### src/rtl/cfg_loader_pkg.sv
`timescale 1ns/1ps
package cfg_loader_pkg;
  localparam int LB_BYTES  = 4;   // logic record length
  localparam int IC_BYTES  = 6;   // routing record length
  localparam int SW_BITS   = 4;   // selector width per switch
  localparam int REC_BITS  = IC_BYTES * 8;

  function automatic int idx_w(input int n);
    return (n > 1) ? $clog2(n) : 1;
  endfunction

  function automatic int group_bytes(input int rows);
    return LB_BYTES + rows * IC_BYTES;
  endfunction
endpackage

### src/rtl/spi_byte_rx.sv
`timescale 1ns/1ps
module spi_byte_rx (
  input  logic       clk,
  input  logic       rst,
  input  logic       sclk,
  input  logic       cs_n,
  input  logic       mosi,
  output logic       sel_start,
  output logic       sel_end,
  output logic       byte_vld,
  output logic [7:0] byte_data,
  output logic       sdo
);
  // pin order {sclk, cs_n, mosi}; idle levels used as reset values
  localparam logic [2:0] IDLE = 3'b010;

  logic [2:0] raw, synced;
  assign raw = {sclk, cs_n, mosi};

  for (genvar gi = 0; gi < 3; gi++) begin : g_sync
    logic [1:0] pipe;
    always_ff @(posedge clk) begin
      if (rst) pipe <= {2{IDLE[gi]}};
      else     pipe <= {pipe[0], raw[gi]};
    end
    assign synced[gi] = pipe[1];
  end

  logic sclk_s, cs_s, mosi_s;
  assign sclk_s = synced[2];
  assign cs_s   = synced[1];
  assign mosi_s = synced[0];

  logic       sclk_q, cs_q;
  logic [2:0] bit_cnt;
  logic [6:0] shreg;
  logic [7:0] tx;
  logic       rise, fall;

  assign rise = sclk_s & ~sclk_q;
  assign fall = ~sclk_s & sclk_q;
  assign sdo  = tx[7];

  always_ff @(posedge clk) begin
    if (rst) begin
      sclk_q    <= 1'b0;
      cs_q      <= 1'b1;
      bit_cnt   <= '0;
      shreg     <= '0;
      tx        <= '0;
      byte_vld  <= 1'b0;
      byte_data <= '0;
      sel_start <= 1'b0;
      sel_end   <= 1'b0;
    end else begin
      sclk_q    <= sclk_s;
      cs_q      <= cs_s;
      byte_vld  <= 1'b0;
      sel_start <= cs_q & ~cs_s;
      sel_end   <= ~cs_q & cs_s;
      if (cs_q && !cs_s) begin
        bit_cnt <= '0;
        tx      <= '0;
      end else if (!cs_s) begin
        if (rise) begin
          shreg   <= {shreg[5:0], mosi_s};
          bit_cnt <= bit_cnt + 3'd1;
          if (bit_cnt == 3'd7) begin
            byte_vld  <= 1'b1;
            byte_data <= {shreg, mosi_s};
            tx        <= {shreg, mosi_s};
          end
        end else if (fall && bit_cnt != 3'd0) begin
          tx <= {tx[6:0], 1'b0};
        end
      end
    end
  end
endmodule

### src/rtl/cfg_seq.sv
`timescale 1ns/1ps
module cfg_seq
  import cfg_loader_pkg::*;
#(
  parameter int N_COLS = 7,
  parameter int N_ROWS = 9
) (
  input  logic                      clk,
  input  logic                      rst,
  input  logic                      sel_start,
  input  logic                      sel_end,
  input  logic                      byte_vld,
  input  logic [7:0]                byte_data,
  output logic                      lb_we,
  output logic                      ic_we,
  output logic [idx_w(N_COLS)-1:0]  col_o,
  output logic [idx_w(N_ROWS)-1:0]  row_o,
  output logic [idx_w(N_ROWS)-1:0]  chan_o,
  output logic [REC_BITS-1:0]       data_o,
  output logic                      done
);
  localparam int COL_W = idx_w(N_COLS);
  localparam int ROW_W = idx_w(N_ROWS);
  localparam int RI_W  = idx_w(N_ROWS + 1);
  localparam int TOTAL = N_COLS * N_ROWS * group_bytes(N_ROWS);
  localparam int PTR_W = $clog2(TOTAL + 1);

  logic [PTR_W-1:0]      ptr;
  logic [COL_W-1:0]      col;
  logic [ROW_W-1:0]      row;
  logic [RI_W-1:0]       rec;     // 0 = logic record, k = channel k-1
  logic [2:0]            bidx;
  logic [REC_BITS-9:0]   gather;
  logic                  active;
  logic                  rec_end;

  assign rec_end = (rec == '0) ? (bidx == 3'(LB_BYTES - 1))
                               : (bidx == 3'(IC_BYTES - 1));

  always_ff @(posedge clk) begin
    if (rst) begin
      ptr <= '0; col <= '0; row <= '0; rec <= '0; bidx <= '0;
      gather <= '0; active <= 1'b0; done <= 1'b0;
      lb_we <= 1'b0; ic_we <= 1'b0;
      col_o <= '0; row_o <= '0; chan_o <= '0; data_o <= '0;
    end else begin
      lb_we <= 1'b0;
      ic_we <= 1'b0;
      if (sel_start) begin
        ptr <= '0; col <= '0; row <= '0; rec <= '0; bidx <= '0;
        active <= 1'b1;
        done   <= 1'b0;
      end else if (sel_end) begin
        active <= 1'b0;
      end else if (byte_vld && active && !done) begin
        ptr <= ptr + 1'b1;
        if (!rec_end) begin
          gather[{bidx, 3'b000} +: 8] <= byte_data;
          bidx <= bidx + 3'd1;
        end else begin
          bidx  <= '0;
          col_o <= col;
          row_o <= row;
          if (rec == '0) begin
            lb_we  <= 1'b1;
            chan_o <= '0;
            data_o <= {16'h0000, byte_data, gather[23:0]};
          end else begin
            ic_we  <= 1'b1;
            chan_o <= ROW_W'(rec - 1'b1);
            data_o <= {byte_data, gather};
          end
          if (rec == RI_W'(N_ROWS)) begin
            rec <= '0;
            if (row == ROW_W'(N_ROWS - 1)) begin
              row <= '0;
              col <= col + 1'b1;
            end else begin
              row <= row + 1'b1;
            end
          end else begin
            rec <= rec + 1'b1;
          end
          if (ptr == PTR_W'(TOTAL - 1)) done <= 1'b1;
        end
      end
    end
  end
endmodule

### src/rtl/cfg_loader.sv
`timescale 1ns/1ps
module cfg_loader
  import cfg_loader_pkg::*;
#(
  parameter int N_COLS = 7,
  parameter int N_ROWS = 9
) (
  input  logic                      clk,
  input  logic                      rst,
  input  logic                      spi_sclk,
  input  logic                      spi_cs_n,
  input  logic                      spi_mosi,
  output logic                      spi_miso,
  output logic                      cfg_lb_we,
  output logic                      cfg_ic_we,
  output logic [idx_w(N_COLS)-1:0]  cfg_col,
  output logic [idx_w(N_ROWS)-1:0]  cfg_row,
  output logic [idx_w(N_ROWS)-1:0]  cfg_chan,
  output logic [REC_BITS-1:0]       cfg_data,
  output logic                      load_done
);
  logic       sel_start, sel_end, rx_vld;
  logic [7:0] rx_byte;

  spi_byte_rx u_rx (
    .clk       (clk),
    .rst       (rst),
    .sclk      (spi_sclk),
    .cs_n      (spi_cs_n),
    .mosi      (spi_mosi),
    .sel_start (sel_start),
    .sel_end   (sel_end),
    .byte_vld  (rx_vld),
    .byte_data (rx_byte),
    .sdo       (spi_miso)
  );

  cfg_seq #(.N_COLS(N_COLS), .N_ROWS(N_ROWS)) u_seq (
    .clk       (clk),
    .rst       (rst),
    .sel_start (sel_start),
    .sel_end   (sel_end),
    .byte_vld  (rx_vld),
    .byte_data (rx_byte),
    .lb_we     (cfg_lb_we),
    .ic_we     (cfg_ic_we),
    .col_o     (cfg_col),
    .row_o     (cfg_row),
    .chan_o    (cfg_chan),
    .data_o    (cfg_data),
    .done      (load_done)
  );
endmodule

### config.mk
export PLATFORM = sky130hd
export DESIGN_NAME = cfg_loader
export DESIGN_NICKNAME = d
export VERILOG_FILES = /design/src/rtl/cfg_loader_pkg.sv /design/src/rtl/spi_byte_rx.sv /design/src/rtl/cfg_seq.sv /design/src/rtl/cfg_loader.sv
export SDC_FILE = /design/constraint.sdc
export NUM_CORES = 1
export LEC_CHECK = 0
export BUFFER_PORTS_ARGS = -buffer_cell sky130_fd_sc_hd__buf_2
export CORE_MARGIN = 5
export CORE_UTILIZATION = 35
export CTS_CLUSTER_DIAMETER = 30
export CTS_CLUSTER_SIZE = 20
export DETAILED_ROUTE_END_ITERATION = 8
export GPL_TIMING_DRIVEN = 1
export SYNTH_ARGS = -nofsm -noshare
export SYNTH_HDL_FRONTEND = slang
export SYNTH_SLANG_ARGS = --single-unit
export TNS_END_PERCENT = 1
### constraint.sdc
create_clock -name clk -period 2.5 [get_ports clk]
set_clock_uncertainty 0.2 [all_clocks]
set_input_delay 0.375 -clock clk [delete_from_list [all_inputs] [get_ports clk]]
set_output_delay 0.375 -clock clk [all_outputs]
set_load 0.1 [all_outputs]
* Word level (Yosys, flattened, before mapping)
Cells that the tools add are included.
** Word-level totals
- Register bits after elaboration :: 166
- Bits in latches :: 0
- Memory bits (writable) :: 0
- ROM bits :: 0
- Output and inout port bits :: 63
- Logic and storage cells :: 97
- Memories :: 0
** Operators by class
- $add $sub $neg :: 8
- $mul :: 0
- Divide/modulo/power cells :: 0
- Order comparisons :: 0
- Equal/unequal tests :: 7
- Shifts and indexed selects :: 2
- Multiplexer cells :: 15
- Bitwise operators :: 14
- Reductions and logical operators :: 25
** Operators with widths (number)
- $mux W48 :: 1
- $bwmux W40 :: 1
- $shift A8 B8 Y40 const A :: 1
- $shiftx A8 B8 Y40 :: 1
- $mux W8 :: 3
- $reduce_and A4 Y1 :: 5
- $add A12 B1 Y12 const B :: 1
- $eq A12 B12 Y1 const B :: 1
- $mux W4 :: 3
- $not A1 Y1 :: 10
- $add A3 B1 Y3 const B :: 3
- $reduce_and A3 Y1 :: 3
- $add A4 B1 Y4 const B :: 2
- $eq A4 B4 Y1 const B :: 2
- $neg A6 Y8 :: 1
- $eq A3 B3 Y1 const B :: 2
- $mux W1 :: 6
- $reduce_and A5 Y1 :: 1
- $reduce_or A5 Y1 :: 1
- $and A1 B1 Y1 :: 4
- $logic_and A1 B1 Y1 :: 4
- $logic_not A4 Y1 :: 1
- $reduce_and A2 Y1 :: 2
- $reduce_bool A2 Y1 :: 2
- 8 further kinds :: 10

* Logic depth before layout (Yosys ltp)
- Depth after elaboration :: 5
- Mapped depth :: 9
- Gate-level depth less buffers :: 7

* By module
From an unflattened synthesis, not the netlist that was laid out.
** Unflattened totals
- Cells, all modules :: 775
- Area total of the unflattened synthesis :: 7277.0 µm²
** By module, submodules not included
- cfg_seq :: instances 1, cells each 617, area each 5799.3 µm², sequential area each 2582.5 µm²
- spi_byte_rx :: instances 1, cells each 158, area each 1477.7 µm², sequential area each 740.7 µm²

* Worst setup path before layout
No wires, ideal clock.
- Kind :: register to register
- Start point :: reg u_seq.done
- End point :: reg u_seq.gather[0]
- Arrival time :: 2.129 ns
- Slack :: 0.044 ns
- Stages on the path, launching flop included :: 7
- Period minus slack after synthesis :: 2.456 ns
- Cells stage by stage :: dfxtp_1 > and4bb_1 > buf_2 > buf_2 > nand4_1 > mux2i_1 > nor2_1
** Between the ends
- Longest elaborated chain between the ends :: 3
** Ends and longest elaborated chain
- start: declaration :: RTL line cfg_seq.sv:20 : output logic done
- start signal: assignment :: RTL line cfg_seq.sv:43 : gather <= '0; active <= 1'b0; done <= 1'b0;
- start signal: assignment :: RTL line cfg_seq.sv:52 : done <= 1'b0;
- start signal: assignment :: RTL line cfg_seq.sv:84 : if (ptr == PTR_W'(TOTAL - 1)) done <= 1'b1;
- $logic_not A1 Y1 :: RTL line cfg_seq.sv:55 : end else if (byte_vld && active && !done) begin
- $logic_and A1 B1 Y1 :: RTL line cfg_seq.sv:55
- $reduce_and A4 Y1 (no line)
- end signal: indexed assignment :: RTL line cfg_seq.sv:58 : gather[{bidx, 3'b000} +: 8] <= byte_data;
- end: declaration :: RTL line cfg_seq.sv:33 : logic [REC_BITS-9:0] gather;
No other way between the ends.
A chain may end at the register's enable or synchronous reset.

* Final worst setup path
- Start point :: reg u_seq.bidx[2]
- End point :: reg u_seq.gather[21]
** Between the ends
- Longest elaborated chain between the ends :: 4
** Ends and longest elaborated chain
- start: declaration :: RTL line cfg_seq.sv:32 : logic [2:0] bidx;
- start signal: assignment :: RTL line cfg_seq.sv:59 : bidx <= bidx + 3'd1;
- parallel branches: the longest is 4 deep, another holds $neg A6 Y8
Several ways; the timed one is not identified.

==> flow_summary_export.csv <==
group,metric,value,unit
run_status,status,"complete, no violations",
power_and_ir_drop,irDropWorstVdd,0.3810,mV
worst_setup_path,cp_num_buf_inv,1,
logic_synthesis,synth.top_cells.by_area,"dfxtp_1, a21oi_1, mux2i_1",
cells_and_area,area_growth,18.11,%
cells_and_area,layout_commonest_cell,"dfxtp_1",
routing,first_pass_iters,4,
power_and_ir_drop,leakage,3.221,nW
logic_synthesis,synth_edf_count,0,
placed_design,dp_hpwl,11630,um
floorplanning,coreArea,0.02030,sq mm
clocking,clock_path_buffers,2,
worst_setup_path,path_class,"reg2reg",
timing,setup_viol,0,
grt,track_usage,14.95,%
logic_synthesis,postSynth.asyncResetShare,0,%
logic_synthesis,synthesis.nets,828,
power_and_ir_drop,p_switching,1.217,mW
logic_synthesis,synth_area,0.007218,sq mm
clocking,cts_tree,"built",
worst_hold_path,worstHoldPathType,"in2reg",
power_and_ir_drop,pwr-share-clk,49.5,%
routing,drc,0,
grt,antenna_found_initial,0,
power_and_ir_drop,seqPwrFrac,49.0,%
timing,max_slew_margin,64.27,%
worst_setup_path,cp_slowest_cell,"dfxtp_1",
timing,rsz0062_at_grt,"no",
routing,final_antenna_net_count,0,
routing,drtIter0Drc,406,
routing,routed_wl,17520,um
floorplanning,io_pins,68,
power_and_ir_drop,internal_power,4.208,mW
floorplanning,die_y,153.6,um
timing,hold_viol_final,0,
job,drv_cap,0,
timing,slew_viol_final,0,
floorplanning,initial_utilization,35.56,%
logic_synthesis,syn-mean-instance-area,8.933,sq um
grt,first_global_vias,5543,
worst_setup_path,crit_path_end_kind,"flip-flop",
logic_synthesis,postSynthCellCount,808,
cells_and_area,final_cell_mix,"dfxtp_1, a21oi_1, o21ai_0, buf_2, nand2_1",
worst_setup_path,critPathMaxFanout,8,
timing,fmax,0.4346,GHz
power_and_ir_drop,swShare,22.43,%
grt,grt_pass1_wl,29340,um
timing,period_share,92.03,%
routing,drt-vias-per-instance,5.093,
worst_setup_path,cp_top_family,"simple AND/OR/NAND/NOR gates",
clocking,cts-htree-levels,4,
placed_design,portBuffers,67,
timing,fin_crit,2.301,ns
timing,finalSetupTns,0,ns
placed_design,gp_congestion,0.8050,
logic_synthesis,synthFlopType,"dfxtp_1",
cells_and_area,n_fill_cell,2082,
routing,routedWlPerCell,15.28,um
worst_setup_path,start_kind,"flip-flop",
clocking,root_buffer,"clkbuf_16",
routing,vias,5842,
worst_setup_path,ff2ff_setup_slack,0.20,ns
logic_synthesis,synth_top_cell_area_share,46.04,%
grt,grt_start_max_net_pins,37,
cells_and_area,layout-drive-gt1-share,18.59,%
clocking,clk_pin_slew_worst_paths,0.07,ns
logic_synthesis,yosysSeqAreaShare,46.04,%
floorplanning,die-width,153.6,um
logic_synthesis,synth_seq_cells,166,
power_and_ir_drop,powerDensity,636.3,mW/mm^2
worst_setup_path,cp.required,2.65,ns
cells_and_area,layout.nets,884,
logic_synthesis,synth_cell_types,58,
logic_synthesis,synth.largest_area_cell,"dfxtp_1",
worst_setup_path,critPathMaxStageDelay,0.54,ns
floorplanning,die_area,0.02360,sq mm
timing,max_slew.worst_pin.slew,0.5360,ns
floorplanning,rows,52,
clocking,cts_made_buffers,17,
worst_setup_path,worstPathCellList,"clkinv_1 -> ha_1 -> nor3b_2 -> and2_1 -> nand2_1 -> mux2i_1",
clocking,clk_latency,0.43,ns
grt,overflow,0,
cells_and_area,stdcell_area,0.008526,sq mm
worst_setup_path,critPathArrivalTime,2.45,ns
power_and_ir_drop,combinationalPowerShare,1.5,%
logic_synthesis,yosysWarnings,0,
cells_and_area,antenna_cells,0,
clocking,cts.sinks,166,
placed_design,dpl_cell_area,0.007874,sq mm
==> power groups by stage <==
| stage | Clock, mW | Sequential, mW | Combinational (mW) |
|---|---|---|---|
| 6_report | 2.69 | 2.66 | 0.0834 |
| 5_1_grt | 2.87 | 2.66 | 0.0930 |
| 4_1_cts | 2.75 | 2.66 | 0.0845 |
| 3_5_place_dp | 0 | 2.72 | 0.0807 |
| 3_3_place_gp | 0 | 2.72 | 0.0814 |
| 2_1_floorplan | 0 | 2.71 | 0.0603 |
==> metal layers <==
layer / wire length, um / share of wire, % / GRT usage [%]
met5: 0 / 0 / 0
met4: 201 / 1.1 / 4.668
met3: 679 / 3.9 / 3.232
met2: 7691 / 44 / 21.98
met1: 8950 / 51 / 21.87
==> worst register-to-register path: stages, from the launching register on <==
cell and delay [ns]:
dfxtp_1 0.54, clkinv_1 0.16, ha_1 0.42, nor3b_2 0.30, and2_1 0.35, nand2_1 0.11, mux2i_1 0.15
==> Yosys cell counts (4+ instances only) <==
| library cell | number |
|---|---|
| buf_2 | 8 |
| o21ai_0 | 67 |
| a311oi_1 | 7 |
| buf_6 | 6 |
| nor3_1 | 7 |
| nor2_1 | 37 |
| nand2_1 | 64 |
| nand3_1 | 55 |
| or3_1 | 7 |
| and3_1 | 4 |
| clkbuf_1 | 43 |
| ha_1 | 15 |
| mux2_2 | 9 |
| xor2_1 | 6 |
| inv_1 | 9 |
| nand4b_1 | 4 |
| mux2i_1 | 48 |
| or4_1 | 5 |
| nor2b_1 | 20 |
| or2_2 | 5 |
| nand2b_1 | 27 |
| dfxtp_1 | 166 |
| buf_1 | 7 |
| a21oi_1 | 101 |
| o31ai_1 | 7 |
| nand4_1 | 27 |
==> registers in the layout (all words and copies together) (netlist names), 4 cells and up <==
register / cells
u_rx.byte_data: 8
u_rx.g_sync.pipe: 6
u_rx.shreg: 7
u_rx.tx: 8
u_seq.chan_o: 4
u_seq.data_o: 48
u_seq.gather: 40
u_seq.ptr: 12
u_seq.rec: 4
u_seq.row: 4
u_seq.row_o: 4
==> final timing paths <==
check                                            start                      to  cells after the start
worst max-delay path                     u_seq.bidx[2]        u_seq.gather[21]                      6
worst min-delay path                               rst  u_rx.g_sync[0].pipe[1]                      2
worst max register to register           u_seq.bidx[2]        u_seq.gather[21]                      6
worst min register to register  u_rx.g_sync[1].pipe[0]  u_rx.g_sync[1].pipe[1]                      1
==> metrics by stage <==
step / utilization [%] / instances / hold WS (ns) / power, mW / setup WS [ns]
3_3_place_gp: 38.79 / 1112 / 0.1950 / 2.798 / 0.1363
4_1_cts: 41.92 / 1147 / 0.04564 / 5.492 / 0.07759
2_1_floorplan: - / 808 / 0.1895 / 2.774 / 0.04391
3_5_place_dp: 38.79 / 1112 / 0.1933 / 2.797 / 0.09209
5_1_grt: 42.00 / 1147 / 0.06150 / 5.623 / 0.07957
6_report: 42.00 / 1147 / 0.05609 / 5.425 / 0.1992
==> layout make-up <==
class	instances	area, sq um	share of cell area, %
Clock buffer	18	439.2	5.151
Clock inverter	14	166.4	1.952
Inverter	11	41.29	0.4843
Multi-Input combinational cell	564	3582	42.02
Sequential cell	166	3323	38.98
Tap cell	270	337.8	3.962
Timing Repair Buffer	104	635.6	7.455
==> what timing repair did <==
| item | CTS | global route |
|---|---|---|
| endpoints found under the setup margin | 0 | 8 |
| hold buffers | 3 | 0 |
| setup buffers | 0 | 0 |
| resized for setup | 0 | 2 |
| endpoints found under the hold margin | 3 | 0 |
==> kinds of logic after synthesis <==
family | count (synthesis) | share of synthesized area [%]
AND/OR/NAND/NOR | 282 | 21.27
AO/OA/AOI/OAI | 200 | 15.86
flip-flops | 166 | 46.04
buffers and inverters | 78 | 4.871
multiplexers | 58 | 8.268
adder cells (fa/ha/maj) | 15 | 2.600
XOR/XNOR | 9 | 1.092
(Power assumes the default switching activity.)
